===== src/rtl/gpio_irq_pkg.sv =====
package gpio_irq_pkg;
  typedef enum logic [2:0] {
    STY_HIGH = 3'd0,
    STY_LOW  = 3'd1,
    STY_RISE = 3'd2,
    STY_FALL = 3'd3,
    STY_ANY  = 3'd4,
    STY_OFF  = 3'd7
  } style_e;

  localparam logic [1:0] ADDR_STY_LO = 2'd0;
  localparam logic [1:0] ADDR_STY_HI = 2'd1;
  localparam logic [1:0] ADDR_STATUS = 2'd2;
  localparam logic [1:0] ADDR_DIR    = 2'd3;
endpackage


===== src/rtl/gpio_sync.sv =====
module gpio_sync #(
  parameter int WIDTH  = 16,
  parameter int STAGES = 2
) (
  input  logic             clk_i,
  input  logic             rst_ni,
  input  logic [WIDTH-1:0] pin_i,
  output logic [WIDTH-1:0] cur_o,
  output logic [WIDTH-1:0] prev_o
);
  logic [WIDTH-1:0] stage_q [STAGES];

  always_ff @(posedge clk_i or negedge rst_ni) begin
    if (!rst_ni) begin
      for (int k = 0; k < STAGES; k++) stage_q[k] <= '0;
      prev_o <= '0;
    end else begin
      stage_q[0] <= pin_i;
      for (int k = 1; k < STAGES; k++) stage_q[k] <= stage_q[k-1];
      prev_o <= stage_q[STAGES-1];
    end
  end

  assign cur_o = stage_q[STAGES-1];

  // cycles since reset, saturating
  logic [1:0] age_q;
  always_ff @(posedge clk_i or negedge rst_ni) begin
    if (!rst_ni) age_q <= '0;
    else if (age_q != 2'd3) age_q <= age_q + 2'd1;
  end

  generate
    if (STAGES == 2) begin : g_chk
      assert_sync_latency_R10: assert property (@(posedge clk_i) disable iff (!rst_ni)
        (age_q >= 2'd2) |-> (cur_o == $past(pin_i, 2)));
    end
  endgenerate
endmodule


===== src/rtl/gpio_style_eval.sv =====
module gpio_style_eval
  import gpio_irq_pkg::*;
#(
  parameter int NUM_PINS = 16,
  parameter int STYLE_W  = 3
) (
  input  logic [NUM_PINS-1:0]         cur_i,
  input  logic [NUM_PINS-1:0]         prev_i,
  input  logic [NUM_PINS-1:0]         dir_i,
  input  logic [NUM_PINS*STYLE_W-1:0] style_i,
  output logic [NUM_PINS-1:0]         hit_o
);
  for (genvar p = 0; p < NUM_PINS; p++) begin : g_pin
    logic [STYLE_W-1:0] sty;
    logic               det;
    assign sty = style_i[p*STYLE_W +: STYLE_W];
    always_comb begin
      unique case (sty)
        STY_HIGH: det = cur_i[p];
        STY_LOW:  det = !cur_i[p];
        STY_RISE: det = cur_i[p] && !prev_i[p];
        STY_FALL: det = !cur_i[p] && prev_i[p];
        STY_ANY:  det = cur_i[p] ^ prev_i[p];
        default:  det = 1'b0;
      endcase
    end
    assign hit_o[p] = dir_i[p] && det;
  end
endmodule


===== src/rtl/gpio_irq_regs.sv =====
module gpio_irq_regs
  import gpio_irq_pkg::*;
#(
  parameter int NUM_PINS = 16,
  parameter int STYLE_W  = 3,
  parameter int DATA_W   = 32,
  parameter int ADDR_W   = 2
) (
  input  logic                        clk_i,
  input  logic                        rst_ni,
  input  logic                        we_i,
  input  logic [ADDR_W-1:0]           addr_i,
  input  logic [DATA_W-1:0]           wdata_i,
  input  logic [NUM_PINS-1:0]         hit_i,
  output logic [DATA_W-1:0]           rdata_o,
  output logic [NUM_PINS*STYLE_W-1:0] style_o,
  output logic [NUM_PINS-1:0]         dir_o,
  output logic [NUM_PINS-1:0]         status_o
);
  localparam int FIELDS = NUM_PINS / 2;
  localparam int BANK_W = FIELDS * STYLE_W;

  logic [BANK_W-1:0]   sty_lo_q, sty_hi_q;
  logic [NUM_PINS-1:0] dir_q, status_q, w1c;

  logic unused_wdata;
  assign unused_wdata = ^wdata_i[DATA_W-1:BANK_W];

  assign w1c = (we_i && addr_i == ADDR_STATUS) ? wdata_i[NUM_PINS-1:0] : '0;

  always_ff @(posedge clk_i or negedge rst_ni) begin
    if (!rst_ni) begin
      sty_lo_q <= '1;
      sty_hi_q <= '1;
      dir_q    <= '0;
      status_q <= '0;
    end else begin
      // detection overrides a clear of the same bit
      status_q <= (status_q & ~w1c) | hit_i;
      if (we_i) begin
        unique case (addr_i)
          ADDR_STY_LO: sty_lo_q <= wdata_i[BANK_W-1:0];
          ADDR_STY_HI: sty_hi_q <= wdata_i[BANK_W-1:0];
          ADDR_DIR:    dir_q    <= wdata_i[NUM_PINS-1:0];
          default: ;
        endcase
      end
    end
  end

  always_comb begin
    rdata_o = '0;
    unique case (addr_i)
      ADDR_STY_LO: rdata_o[BANK_W-1:0]   = sty_lo_q;
      ADDR_STY_HI: rdata_o[BANK_W-1:0]   = sty_hi_q;
      ADDR_STATUS: rdata_o[NUM_PINS-1:0] = status_q;
      default:     rdata_o[NUM_PINS-1:0] = dir_q;
    endcase
  end

  assign style_o  = {sty_hi_q, sty_lo_q};
  assign dir_o    = dir_q;
  assign status_o = status_q;

  assert_no_spurious_set_R7: assert property (@(posedge clk_i) disable iff (!rst_ni)
    ((status_q & ~$past(status_q) & ~$past(hit_i)) == '0));
  assert_clear_only_w1c_R7: assert property (@(posedge clk_i) disable iff (!rst_ni)
    (($past(status_q) & ~status_q & ~$past(w1c)) == '0));
  assert_hit_wins_R11: assert property (@(posedge clk_i) disable iff (!rst_ni)
    (($past(hit_i) & ~status_q) == '0));
  assert_dir_gate_R9: assert property (@(posedge clk_i) disable iff (!rst_ni)
    ((status_q & ~$past(status_q) & ~$past(dir_q)) == '0));
endmodule


===== src/rtl/gpio_irq_detect.sv =====
module gpio_irq_detect
  import gpio_irq_pkg::*;
#(
  parameter int NUM_PINS = 16,
  parameter int STYLE_W  = 3,
  parameter int DATA_W   = 32,
  parameter int ADDR_W   = 2
) (
  input  logic                clk_i,
  input  logic                rst_ni,
  input  logic [NUM_PINS-1:0] pin_i,
  input  logic                reg_we_i,
  input  logic [ADDR_W-1:0]   reg_addr_i,
  input  logic [DATA_W-1:0]   reg_wdata_i,
  output logic [DATA_W-1:0]   reg_rdata_o,
  output logic [NUM_PINS-1:0] irq_o
);
  logic [NUM_PINS-1:0]         cur, prev, hit, dir;
  logic [NUM_PINS*STYLE_W-1:0] style;

  gpio_sync #(.WIDTH(NUM_PINS), .STAGES(2)) u_sync (
    .clk_i (clk_i),
    .rst_ni(rst_ni),
    .pin_i (pin_i),
    .cur_o (cur),
    .prev_o(prev)
  );

  gpio_style_eval #(.NUM_PINS(NUM_PINS), .STYLE_W(STYLE_W)) u_eval (
    .cur_i  (cur),
    .prev_i (prev),
    .dir_i  (dir),
    .style_i(style),
    .hit_o  (hit)
  );

  gpio_irq_regs #(.NUM_PINS(NUM_PINS), .STYLE_W(STYLE_W), .DATA_W(DATA_W), .ADDR_W(ADDR_W)) u_regs (
    .clk_i   (clk_i),
    .rst_ni  (rst_ni),
    .we_i    (reg_we_i),
    .addr_i  (reg_addr_i),
    .wdata_i (reg_wdata_i),
    .hit_i   (hit),
    .rdata_o (reg_rdata_o),
    .style_o (style),
    .dir_o   (dir),
    .status_o(irq_o)
  );
endmodule


===== config.mk =====
export PLATFORM = sky130hd
export DESIGN_NAME = gpio_irq_detect
export DESIGN_NICKNAME = d
export VERILOG_FILES = /design/src/rtl/gpio_irq_pkg.sv /design/src/rtl/gpio_sync.sv /design/src/rtl/gpio_style_eval.sv /design/src/rtl/gpio_irq_regs.sv /design/src/rtl/gpio_irq_detect.sv
export SDC_FILE = /design/constraint.sdc
export NUM_CORES = 1
export LEC_CHECK = 0
export BUFFER_PORTS_ARGS = -buffer_cell sky130_fd_sc_hd__buf_2
export CORE_MARGIN = 2
export CORE_UTILIZATION = 57
export CTS_CLUSTER_SIZE = 28
export DETAILED_ROUTE_END_ITERATION = 10
export GPL_ROUTABILITY_DRIVEN = 0
export PLACE_DENSITY_LB_ADDON = 0.3
export SLEW_MARGIN = 10
export SYNTH_ARGS = -nofsm -noshare
export SYNTH_HDL_FRONTEND = slang
export SYNTH_SLANG_ARGS = --single-unit

===== constraint.sdc =====
create_clock -name clk_i -period 1.4 [get_ports clk_i]
set_input_delay 0.14 -clock clk_i [delete_from_list [all_inputs] [get_ports clk_i]]
set_output_delay 0.14 -clock clk_i [all_outputs]
set_load 0.03 [all_outputs]

Yosys cells after proc, flatten, opt, wreduce, memory -nomap -nowiden
Cells that the tools add are included.

Output and inout bits: 48. Bits in registers: 128. Input bits: 53.

Reduce and logical (&&, ||, !) cells: 101. Mux-type cells: 19. Bitwise logic cells: 19. Equality and inequality tests: 67.

Operators by type and width (number): $eq A3 B2 Y1 const B (32); $pmux W1 S5 (16); $logic_and A1 B1 Y1 (49); $eq A3 B1 Y1 const B (16); $eq A3 B3 Y1 const B (16); $logic_not A3 Y1 (16); $pmux W16 S3 (1); $logic_not A1 Y1 (32); $and A16 B16 Y16 (1); $mux W16 (1); $not A16 Y16 (1); $or A16 B16 Y16 (1); $pmux W8 S2 (1); $xor A1 B1 Y1 (16); $reduce_and A2 Y1 (3); $eq A2 B2 Y1 const B (2); $eq A2 B1 Y1 const B (1); $logic_not A2 Y1 (1).

Logic depth before layout (Yosys ltp)
Gate-level depths: netlist of run 1.

Depth in word-level cells: 6. Depth in mapped cells: 6. Mapped depth without buffers: 5.

Modules after synthesis
A second synthesis of run 1 with hierarchy kept.

Cells, all modules: 473. Area total of the unflattened synthesis: 6336.1 µm².

By module, submodules not included: gpio_irq_regs (cells each 249, instances 1, area an instance 3683.5 µm², seq. area each 2062.0 µm²); gpio_style_eval (cells each 160, instances 1, area an instance 1331.3 µm², seq. area each 0.0 µm²); gpio_sync (cells each 64, instances 1, area an instance 1321.3 µm², seq. area each 1201.2 µm²).

Worst setup path after synthesis of run 1
OpenSTA, ideal clock, no wires.

Kind: input to output. Start: in reg_addr_i[1]. End: out reg_rdata_o[0]. Setup slack: 109 ps. Arrival time: 1151 ps. Data required time: 1260 ps. Stages on the path: 3. Path buffers: 2. Cells stage by stage: buf_4 buf_4 mux4_2.

Longest elaborated chain between the ends: 2. Elaborated cells between the ends (all ways): 4. Those cells by class: eq/ne: 2; mux: 1; reduce/logical: 1.

Ends and longest elaborated chain: from (decl) (RTL line gpio_irq_detect.sv:13) `input logic [ADDR_W-1:0] reg_addr_i,`; $eq A2 B2 Y1, or another cell as far along (RTL line gpio_irq_regs.sv:53) `unique case (addr_i)`; $pmux W16 S3 (*) (RTL line gpio_irq_regs.sv:53); to (decl) (RTL line gpio_irq_detect.sv:15) `output logic [DATA_W-1:0] reg_rdata_o,`.

Every way passes the cells marked *; elsewhere a longest branch is shown, timed or not.

Final worst setup path of run 1
Start: reg u_regs.status_q[6], in the netlist u_regs.status_o[6]. End: out reg_rdata_o[6].

Longest elaborated chain between the ends: 1.

Ends and longest elaborated chain: from (decl) (RTL line gpio_irq_regs.sv:24) `logic [NUM_PINS-1:0] dir_q, status_q, w1c;`; from (signal assigned) (RTL line gpio_irq_regs.sv:39) `status_q <= (status_q & ~w1c) | hit_i;`; $pmux W16 S3 (RTL line gpio_irq_regs.sv:53).

No other way between the ends.

==> Implementation_results.wiki, run 1 <==
{| class="wikitable"
! Metric !! Value
|-
| Bufs on Longest Clock Path || 2
|-
| Share of the synthesized area in the top cell type || around a third
|-
| Share of the clock period used by the worst path after layout || 124%
|-
| Number of cell rows || 38
|-
| Largest stage delay on the critical path || approximately 500 ps
|-
| Clock network power share || a little under a third
|-
| Number of synthesized flops with an enable pin || 0
|-
| Count of yosys warnings during synthesis || 0
|-
| Number of instances in the synthesized netlist || ~480
|-
| Endpoints failing setup || 26
|-
| Clock sink count || around 130
|-
| Endpoint arrival time on the critical path || between 1500 and 2000 ps
|-
| Number of routed nets with antenna violations || 0
|-
| First-pass GRT wire length || ~24 mm
|-
| Half-perimeter wire length after detailed placement || approximately 9 mm
|-
| Number of top-level pins || 101
|-
| Area leader, netlist || sky130_fd_sc_hd__dfrtp_1
|-
| Met2 routed wirelength || roughly 8.1 mm
|-
| Post-Syn Area || 6310 sq um
|-
| Synth cell types || 34
|-
| Share of synthesized area occupied by flip-flops and latches || between 50% and 60%
|-
| Detailed Route WL || about 15 mm
|-
| Most repeated cell in the gate-level netlist after synthesis || sky130_fd_sc_hd__dfrtp_1
|-
| Max-slew violations || 0
|-
| Avg Cell Area, Syn || between 10 and 15 sq um
|-
| Max Fanout on Critical Path || 2
|-
| Maximum vdd drop || between 1 and 1.5 mV
|-
| Critical Path Source Type || register
|-
| Pre-CTS setup slack || a little over 8 ps
|-
| Power Internal || between 9000 and 10000 uW
|-
| First drt pass iteration count || 4
|-
| FFs w/ async S/R, synth || 100%
|-
| Path category of the worst min-delay check || in -> reg
|-
| Clock Latency Late Sink || about 530 ps
|-
| Die span in y || 109 microns
|-
| Routed length on met3 || 653 microns
|-
| Largest net degree at the start of global routing || 50
|-
| Leakage || ~0.0040 uW
|-
| Count of input and output buffers || between 80 and 90
|-
| Power Density || 1530 nW/um^2
|-
| Final hold violation count || 0
|-
| Met1 layer wirelength in the final routing || 6.24 mm
|-
| #FFs+latches synth || around 130
|-
| Buffer and inverter count on the worst path || 1
|-
| Post-layout net count || ~780
|-
| RSZ-0062 raised after global routing || yes
|-
| DIE WIDTH || roughly 110 microns
|-
| Highest Signal Layer || met4
|-
| Layout Utilization || between 70% and 80%
|-
| Count of antenna diodes in the layout || 0
|-
| Net Sw Frac || a little under a third
|-
| Global-route congestion overflow total || 0
|-
| Maximum operating frequency || 0.578 GHz
|-
| Mean routed wirelength per cell || 18.0 microns
|-
| Full die area || 11900 sq um
|-
| Synth-to-layout area growth || 37.3%
|-
| Average via count per standard cell || ~5.5
|-
| Element type at the critical path end || primary output
|-
| Proportion of power drawn by flip-flops and latches || 37.3%
|-
| Post-CTS clock slew at the launch and capture registers of the worst setup and hold paths || approximately 60 ps
|-
| Level count of the clock H-tree || 4
|-
| Req. time, crit path || between 1000 and 1500 ps
|-
| Filler cell count in the final layout || about 600
|-
| Maximum clock skew at final layout || ~6.0 ps
|-
| Initial antenna violation count || 0
|-
| Min Clock Period, post-route || around 1700 ps
|-
| DR vias || roughly 4600
|-
| Net Switching || about 4000 uW
|-
| Synth Flop Type || sky130_fd_sc_hd__dfrtp_1
|-
| Comb pwr share || a little under a third
|-
| Core area || between 10000 and 15000 sq um
|-
| Final worst slack || -329 ps
|-
| Start-to-end type of the worst setup path || reg -> out
|-
| # DRC || 0
|-
| Fraction of layout instances using a drive strength above 1 || between 40 and 50%
|-
| Critical-path cell with the highest stage delay || sky130_fd_sc_hd__mux4_2
|-
| Buffer type at the clock tree root || sky130_fd_sc_hd__clkbuf_8
|-
| Violations in the final reports || setup timing
|-
| Largest cells by area after synthesis || sky130_fd_sc_hd__dfrtp_1 32%, sky130_fd_sc_hd__dfstp_2 20%, sky130_fd_sc_hd__mux2_2 8.6%
|-
| Family with the most delay on the worst path || multiplexers
|-
| Total global routing track utilization || around 27%
|-
| Synth top cells by count || 80 x sky130_fd_sc_hd__dfrtp_1, 48 x sky130_fd_sc_hd__dfstp_2, 48 x sky130_fd_sc_hd__mux2_2, 43 x sky130_fd_sc_hd__inv_1, 33 x sky130_fd_sc_hd__nand2_1
|-
| Status || finished with violations
|-
| Crit-path cells || mux4_2 -> buf_6
|-
| Total clock buffers created by CTS || 17
|-
| TritonCTS clock tree || yes
|-
| Starting utilization of the core area || 58.2%
|-
| Starting DRT DRC Count || 234
|-
| Via count of the first global-routing pass || a little under 5000
|-
| Max-cap viol count || 0
|}
==> layer usage <==
metal,vias up,global-route usage [%]
met5,-,0
met4,0,9.40
met3,21,7.89
met2,136,46.5
met1,2352,32.0
li1,2100,-
==> cells in the final DEF, fill, tap and decap left out, types with 3 or more instances in the layout <==
cell and instances:
sky130_fd_sc_hd__o21ai_0 27, sky130_fd_sc_hd__dfstp_2 48, sky130_fd_sc_hd__nand2b_1 4, sky130_fd_sc_hd__clkbuf_16 16, sky130_fd_sc_hd__nor2_1 8, sky130_fd_sc_hd__mux2i_1 20
sky130_fd_sc_hd__mux4_2 16, sky130_fd_sc_hd__buf_4 84, sky130_fd_sc_hd__nand3_1 11, sky130_fd_sc_hd__inv_1 43, sky130_fd_sc_hd__xor2_1 11, sky130_fd_sc_hd__buf_12 10
sky130_fd_sc_hd__nand4_1 4, sky130_fd_sc_hd__nand3b_1 4, sky130_fd_sc_hd__conb_1 8, sky130_fd_sc_hd__ha_1 31, sky130_fd_sc_hd__nand2_1 33, sky130_fd_sc_hd__or3_1 11
sky130_fd_sc_hd__mux2_4 20, sky130_fd_sc_hd__buf_2 53, sky130_fd_sc_hd__buf_6 23, sky130_fd_sc_hd__o2111ai_1 15, sky130_fd_sc_hd__dlygate4sd3_1 42, sky130_fd_sc_hd__clkbuf_8 5
sky130_fd_sc_hd__nor4b_1 3, sky130_fd_sc_hd__clkinv_2 4, sky130_fd_sc_hd__dfrtp_1 80, sky130_fd_sc_hd__mux2_2 48, sky130_fd_sc_hd__clkbuf_1 5, sky130_fd_sc_hd__nor2b_1 4
==> registers in the layout, indices dropped and copies added (netlist names) <==
name,count
u_regs.sty_lo_q,24
u_sync.stage_q,16
u_regs.status_o,16
u_sync.cur_o,16
u_regs.dir_o,16
u_regs.sty_hi_q,24
u_sync.prev_o,16
==> worst paths after layout <==
check	from	endpoint	slack, ps	depth (start not counted)
setup / recovery	u_regs.status_o[6]$_DFF_PN0_	reg_rdata_o[6]	-330	2
hold / removal	reg_addr_i[1]	u_regs.status_o[8]$_DFF_PN0_	120	5
setup reg to reg	u_regs.sty_lo_q[4]$_DFFE_PN1P_	u_regs.status_o[1]$_DFF_PN0_	50	4
hold reg to reg	u_sync.stage_q[23]$_DFF_PN0_	u_sync.cur_o[7]$_DFF_PN0_	350	0
max in group asynchronous	rst_ni	u_regs.status_o[0]$_DFF_PN0_	700	3
min in group asynchronous	rst_ni	u_regs.sty_lo_q[0]$_DFFE_PN1P_	160	2
==> kinds of logic after synthesis <==
group / Yosys count / synth area share, %
other: 1 / 0.0594
DFF: 128 / 51.7
AOI/OAI and AO/OA: 44 / 4.50
muxes: 104 / 22.2
buffers and inverters: 66 / 5.63
adders and majority gates: 32 / 6.35
xor gates and xnor gates: 11 / 1.53
and+or+nand+nor: 90 / 7.99
==> layout make-up <==
cell class / instances / area [sq um] / share of cell area, %
Sequential cell: 128 / 3260 / 37.7
Multi-Input combinational cell: 289 / 2740 / 31.6
Timing Repair Buffer: 212 / 1780 / 20.5
Clock buffer: 26 / 488 / 5.63
Tap cell: 140 / 175 / 2.02
Inverter: 43 / 161 / 1.86
Clock inverter: 6 / 57.6 / 0.664
==> through the flow <==
| stage | hold slack [ps] | power [uW] | cell area, sq um | instances | setup TNS, ps |
|---|---|---|---|---|---|
| after floorplan | -156 | 7040 | 6330 | 483 | 0 |
| after global placement | -33.9 | 7870 | 6990 | 701 | 0 |
| after detailed placement | -33.0 | 8010 | 6990 | 701 | 0 |
| after CTS | 102 | 13000 | 8510 | 832 | -6450 |
| after global routing | 129 | 13800 | 8660 | 844 | -7640 |
| final | 120 | 13200 | 8660 | 844 | -6280 |
==> power by group through the flow <==
stage	Combinational, uW	Sequential [uW]	Clock [uW]
2_1_floorplan	1670	5360	0
3_3_place_gp	2700	5170	0
3_5_place_dp	2780	5230	0
4_1_cts	3930	4900	4130
5_1_grt	4500	5000	4340
6_report	4220	4940	4080
==> repair_timing <==
| item | in CTS | in global routing |
|---|---|---|
| pin swaps | 2 | 4 |
| setup endpoints to repair | 24 | 32 |
| hold endpoints to repair | 213 | 0 |
| gates resized for setup | 40 | 22 |
| buffers inserted | 57 | 14 |
| hold buffers | 42 | 0 |
==> worst min-delay path: stages <==
cell                      delay (ps)
sky130_fd_sc_hd__buf_2           130
sky130_fd_sc_hd__buf_12          160
sky130_fd_sc_hd__nand2_1          50
sky130_fd_sc_hd__o21ai_0          60
sky130_fd_sc_hd__nand3_1          70
Power figures use the tool's default switching activity.
==> run 2, diff against run 1 <==
- RECOVER_POWER: unset -> 25
==> run 2 against run 1 <==
- the run still ends with setup timing left
- sequential power barely moved
- non-clock buffer count stayed put
- clock-buffer cell count unchanged
- critical path depth did not move
- sequential share of layout area grew 0.13 points
- critical path type unchanged
- highest routed layer unchanged
==> Implementation_results.wiki, run 2 (synthesis results as in run 1) <==
{| class="wikitable"
! Metric !! Value
|-
| Clock Latency Late Sink || roughly 530 ps
|-
| Post-CTS clock slew at the launch and capture registers of the worst setup and hold paths || ~60 ps
|-
| Largest net degree at the start of global routing || 50
|-
| Total global routing track utilization || a little over a quarter
|-
| Req. time, crit path || 1260 ps
|-
| Critical-path cell with the highest stage delay || sky130_fd_sc_hd__mux4_2
|-
| Count of input and output buffers || between 80 and 90
|-
| Max Fanout on Critical Path || 2
|-
| Average via count per standard cell || 5.47
|-
| Maximum operating frequency || 0.578 GHz
|-
| TritonCTS clock tree || yes
|-
| Global-route congestion overflow total || 0
|-
| Share of the clock period used by the worst path after layout || 124%
|-
| Clock sink count || 128
|-
| Slew headroom || a little under three fifths
|-
| Slew at the pin closest to its max-slew limit || about 650 ps
|-
| DR vias || about 4600
|-
| Filler cell count in the final layout || between 600 and 700
|-
| RSZ-0062 raised after global routing || yes
|-
| Via count of the first global-routing pass || ~4900
|-
| Commonest non-fill, non-tap cell in the layout || sky130_fd_sc_hd__buf_4
|-
| Post-layout net count || 776
|-
| Element type at the critical path end || primary output
|-
| Commonest cells after routing, fill and taps aside || 83 x sky130_fd_sc_hd__buf_4, 80 x sky130_fd_sc_hd__dfrtp_1, 53 x sky130_fd_sc_hd__buf_2
|-
| Synth-to-layout area growth || 36.9%
|-
| First drt pass iteration count || 4
|-
| Max-slew violations || 0
|-
| Count of antenna diodes in the layout || 0
|-
| Number of top-level pins || 101
|-
| Mean routed wirelength per cell || about 18 microns
|-
| Endpoints failing setup || 26
|-
| Largest stage delay on the critical path || around 500 ps
|-
| DIE WIDTH || about 110 microns
|-
| Leakage || between 0.004 and 0.005 uW
|-
| Hold_sp || reg_addr_i[1]
|-
| Endpoint arrival time on the critical path || 1590 ps
|-
| Fraction of layout instances using a drive strength above 1 || 47.7%
|-
| Final worst slack || -329 ps
|-
| Half-perimeter wire length after detailed placement || ~9.0 mm
|-
| Bufs on Longest Clock Path || 2
|-
| Final hold violation count || 0
|-
| Starting DRT DRC Count || 234
|-
| Maximum vdd drop || 1.20 mV
|-
| Largest regs || u_regs.sty_hi_q (24), u_regs.sty_lo_q (24)
|-
| Total power draw || approximately 13000 uW
|-
| Maximum clock skew at final layout || roughly 6.0 ps
|-
| Crit-path cells || mux4_2 -> buf_6
|-
| Pre-CTS setup slack || ~8.3 ps
|-
| Number of routed nets with antenna violations || 0
|-
| Level count of the clock H-tree || 4
|-
| Path category of the worst min-delay check || in -> reg
|-
| Core area || roughly 11000 sq um
|-
| Startpoint of the most critical setup path || u_regs.status_o[6]$_DFF_PN0_
|-
| Critical Path Source Type || register
|-
| Starting utilization of the core area || ~58%
|-
| Violations in the final reports || setup timing
|-
| Initial antenna violation count || 0
|-
| # DRC || 0
|-
| Total clock buffers created by CTS || 17
|-
| Family with the most delay on the worst path || multiplexers
|-
| Buffer type at the clock tree root || sky130_fd_sc_hd__clkbuf_8
|-
| Die span in y || between 100 and 150 microns
|-
| Detailed Route WL || between 15 and 20 mm
|-
| Buffer and inverter count on the worst path || 1
|-
| Status || finished with violations
|-
| Power Density || ~1500 nW/um^2
|-
| Launch instance of the worst register-to-register path || u_regs.sty_lo_q[4]$_DFFE_PN1P_
|-
| Max-cap viol count || 0
|-
| Min Clock Period, post-route || 1730 ps
|-
| Full die area || between 10000 and 15000 sq um
|-
| Number of cell rows || 38
|-
| Start-to-end type of the worst setup path || reg -> out
|-
| First-pass GRT wire length || between 20 and 25 mm
|}
==> run 2: changes by cell type in the layout (fill, tap and decap cells not counted) <==
cell,before,now
sky130_fd_sc_hd__buf_4,84,83
sky130_fd_sc_hd__clkbuf_1,5,6
sky130_fd_sc_hd__clkbuf_4,0,2
sky130_fd_sc_hd__buf_12,10,8
==> run 2: worst paths after layout <==
path,to,slack (ps),cells past startpoint
min,u_regs.status_o[8]$_DFF_PN0_,120,5
max in group asynchronous,u_sync.prev_o[11]$_DFF_PN0_,440,3
min reg2reg,u_sync.cur_o[7]$_DFF_PN0_,350,0
max reg2reg,u_regs.status_o[1]$_DFF_PN0_,50,4
min in group asynchronous,u_regs.sty_lo_q[0]$_DFFE_PN1P_,240,2
max,reg_rdata_o[6],-330,2
==> run 2: layout make-up <==
cell class / count / area, sq um / share of cell area, %
Clock buffer: 26 / 488 / 5.65
Clock inverter: 6 / 57.6 / 0.667
Inverter: 43 / 161 / 1.87
Multi-Input combinational cell: 289 / 2740 / 31.8
Sequential cell: 128 / 3260 / 37.8
Tap cell: 140 / 175 / 2.03
Timing Repair Buffer: 212 / 1750 / 20.2
==> run 2: metrics by stage <==
stage	util (%)	instances	hold slack (ps)	instance area (sq um)	setup TNS, ps
6_report	79.6	844	120	8630	-6290
3_5_place_dp	64.5	701	-33.0	6990	0
4_1_cts	78.5	832	102	8510	-6450
2_1_floorplan	-	483	-156	6330	0
5_1_grt	79.6	844	129	8630	-7640
3_3_place_gp	64.5	701	-33.9	6990	0
==> run 2: repair_timing <==
item	4_1_cts	5_1_grt
pin swaps	2	4
hold buffers	42	0
setup buffers	57	14
setup endpoints to repair	24	32
hold endpoints to repair	213	0
gates resized for setup	40	22
==> run 2: power breakdown <==
group	total [uW]	switching, uW	internal [uW]
Clock	4080	1550	2530
Sequential	4940	439	4500
Combinational	4210	2090	2120
==> run 2: worst min-delay path, cell delays in order <==
cell and delay (ps):
sky130_fd_sc_hd__buf_2 130, sky130_fd_sc_hd__buf_12 160, sky130_fd_sc_hd__nand2_1 50, sky130_fd_sc_hd__o21ai_0 60, sky130_fd_sc_hd__nand3_1 70
==> run 2: routing by layer <==
layer	GRT usage, %	up-vias	part of all wire, %
li1	-	2099	-
met1	32.0	2360	41
met2	46.5	137	53
met3	7.89	21	4.3
met4	9.40	0	1.4
met5	0	-	0
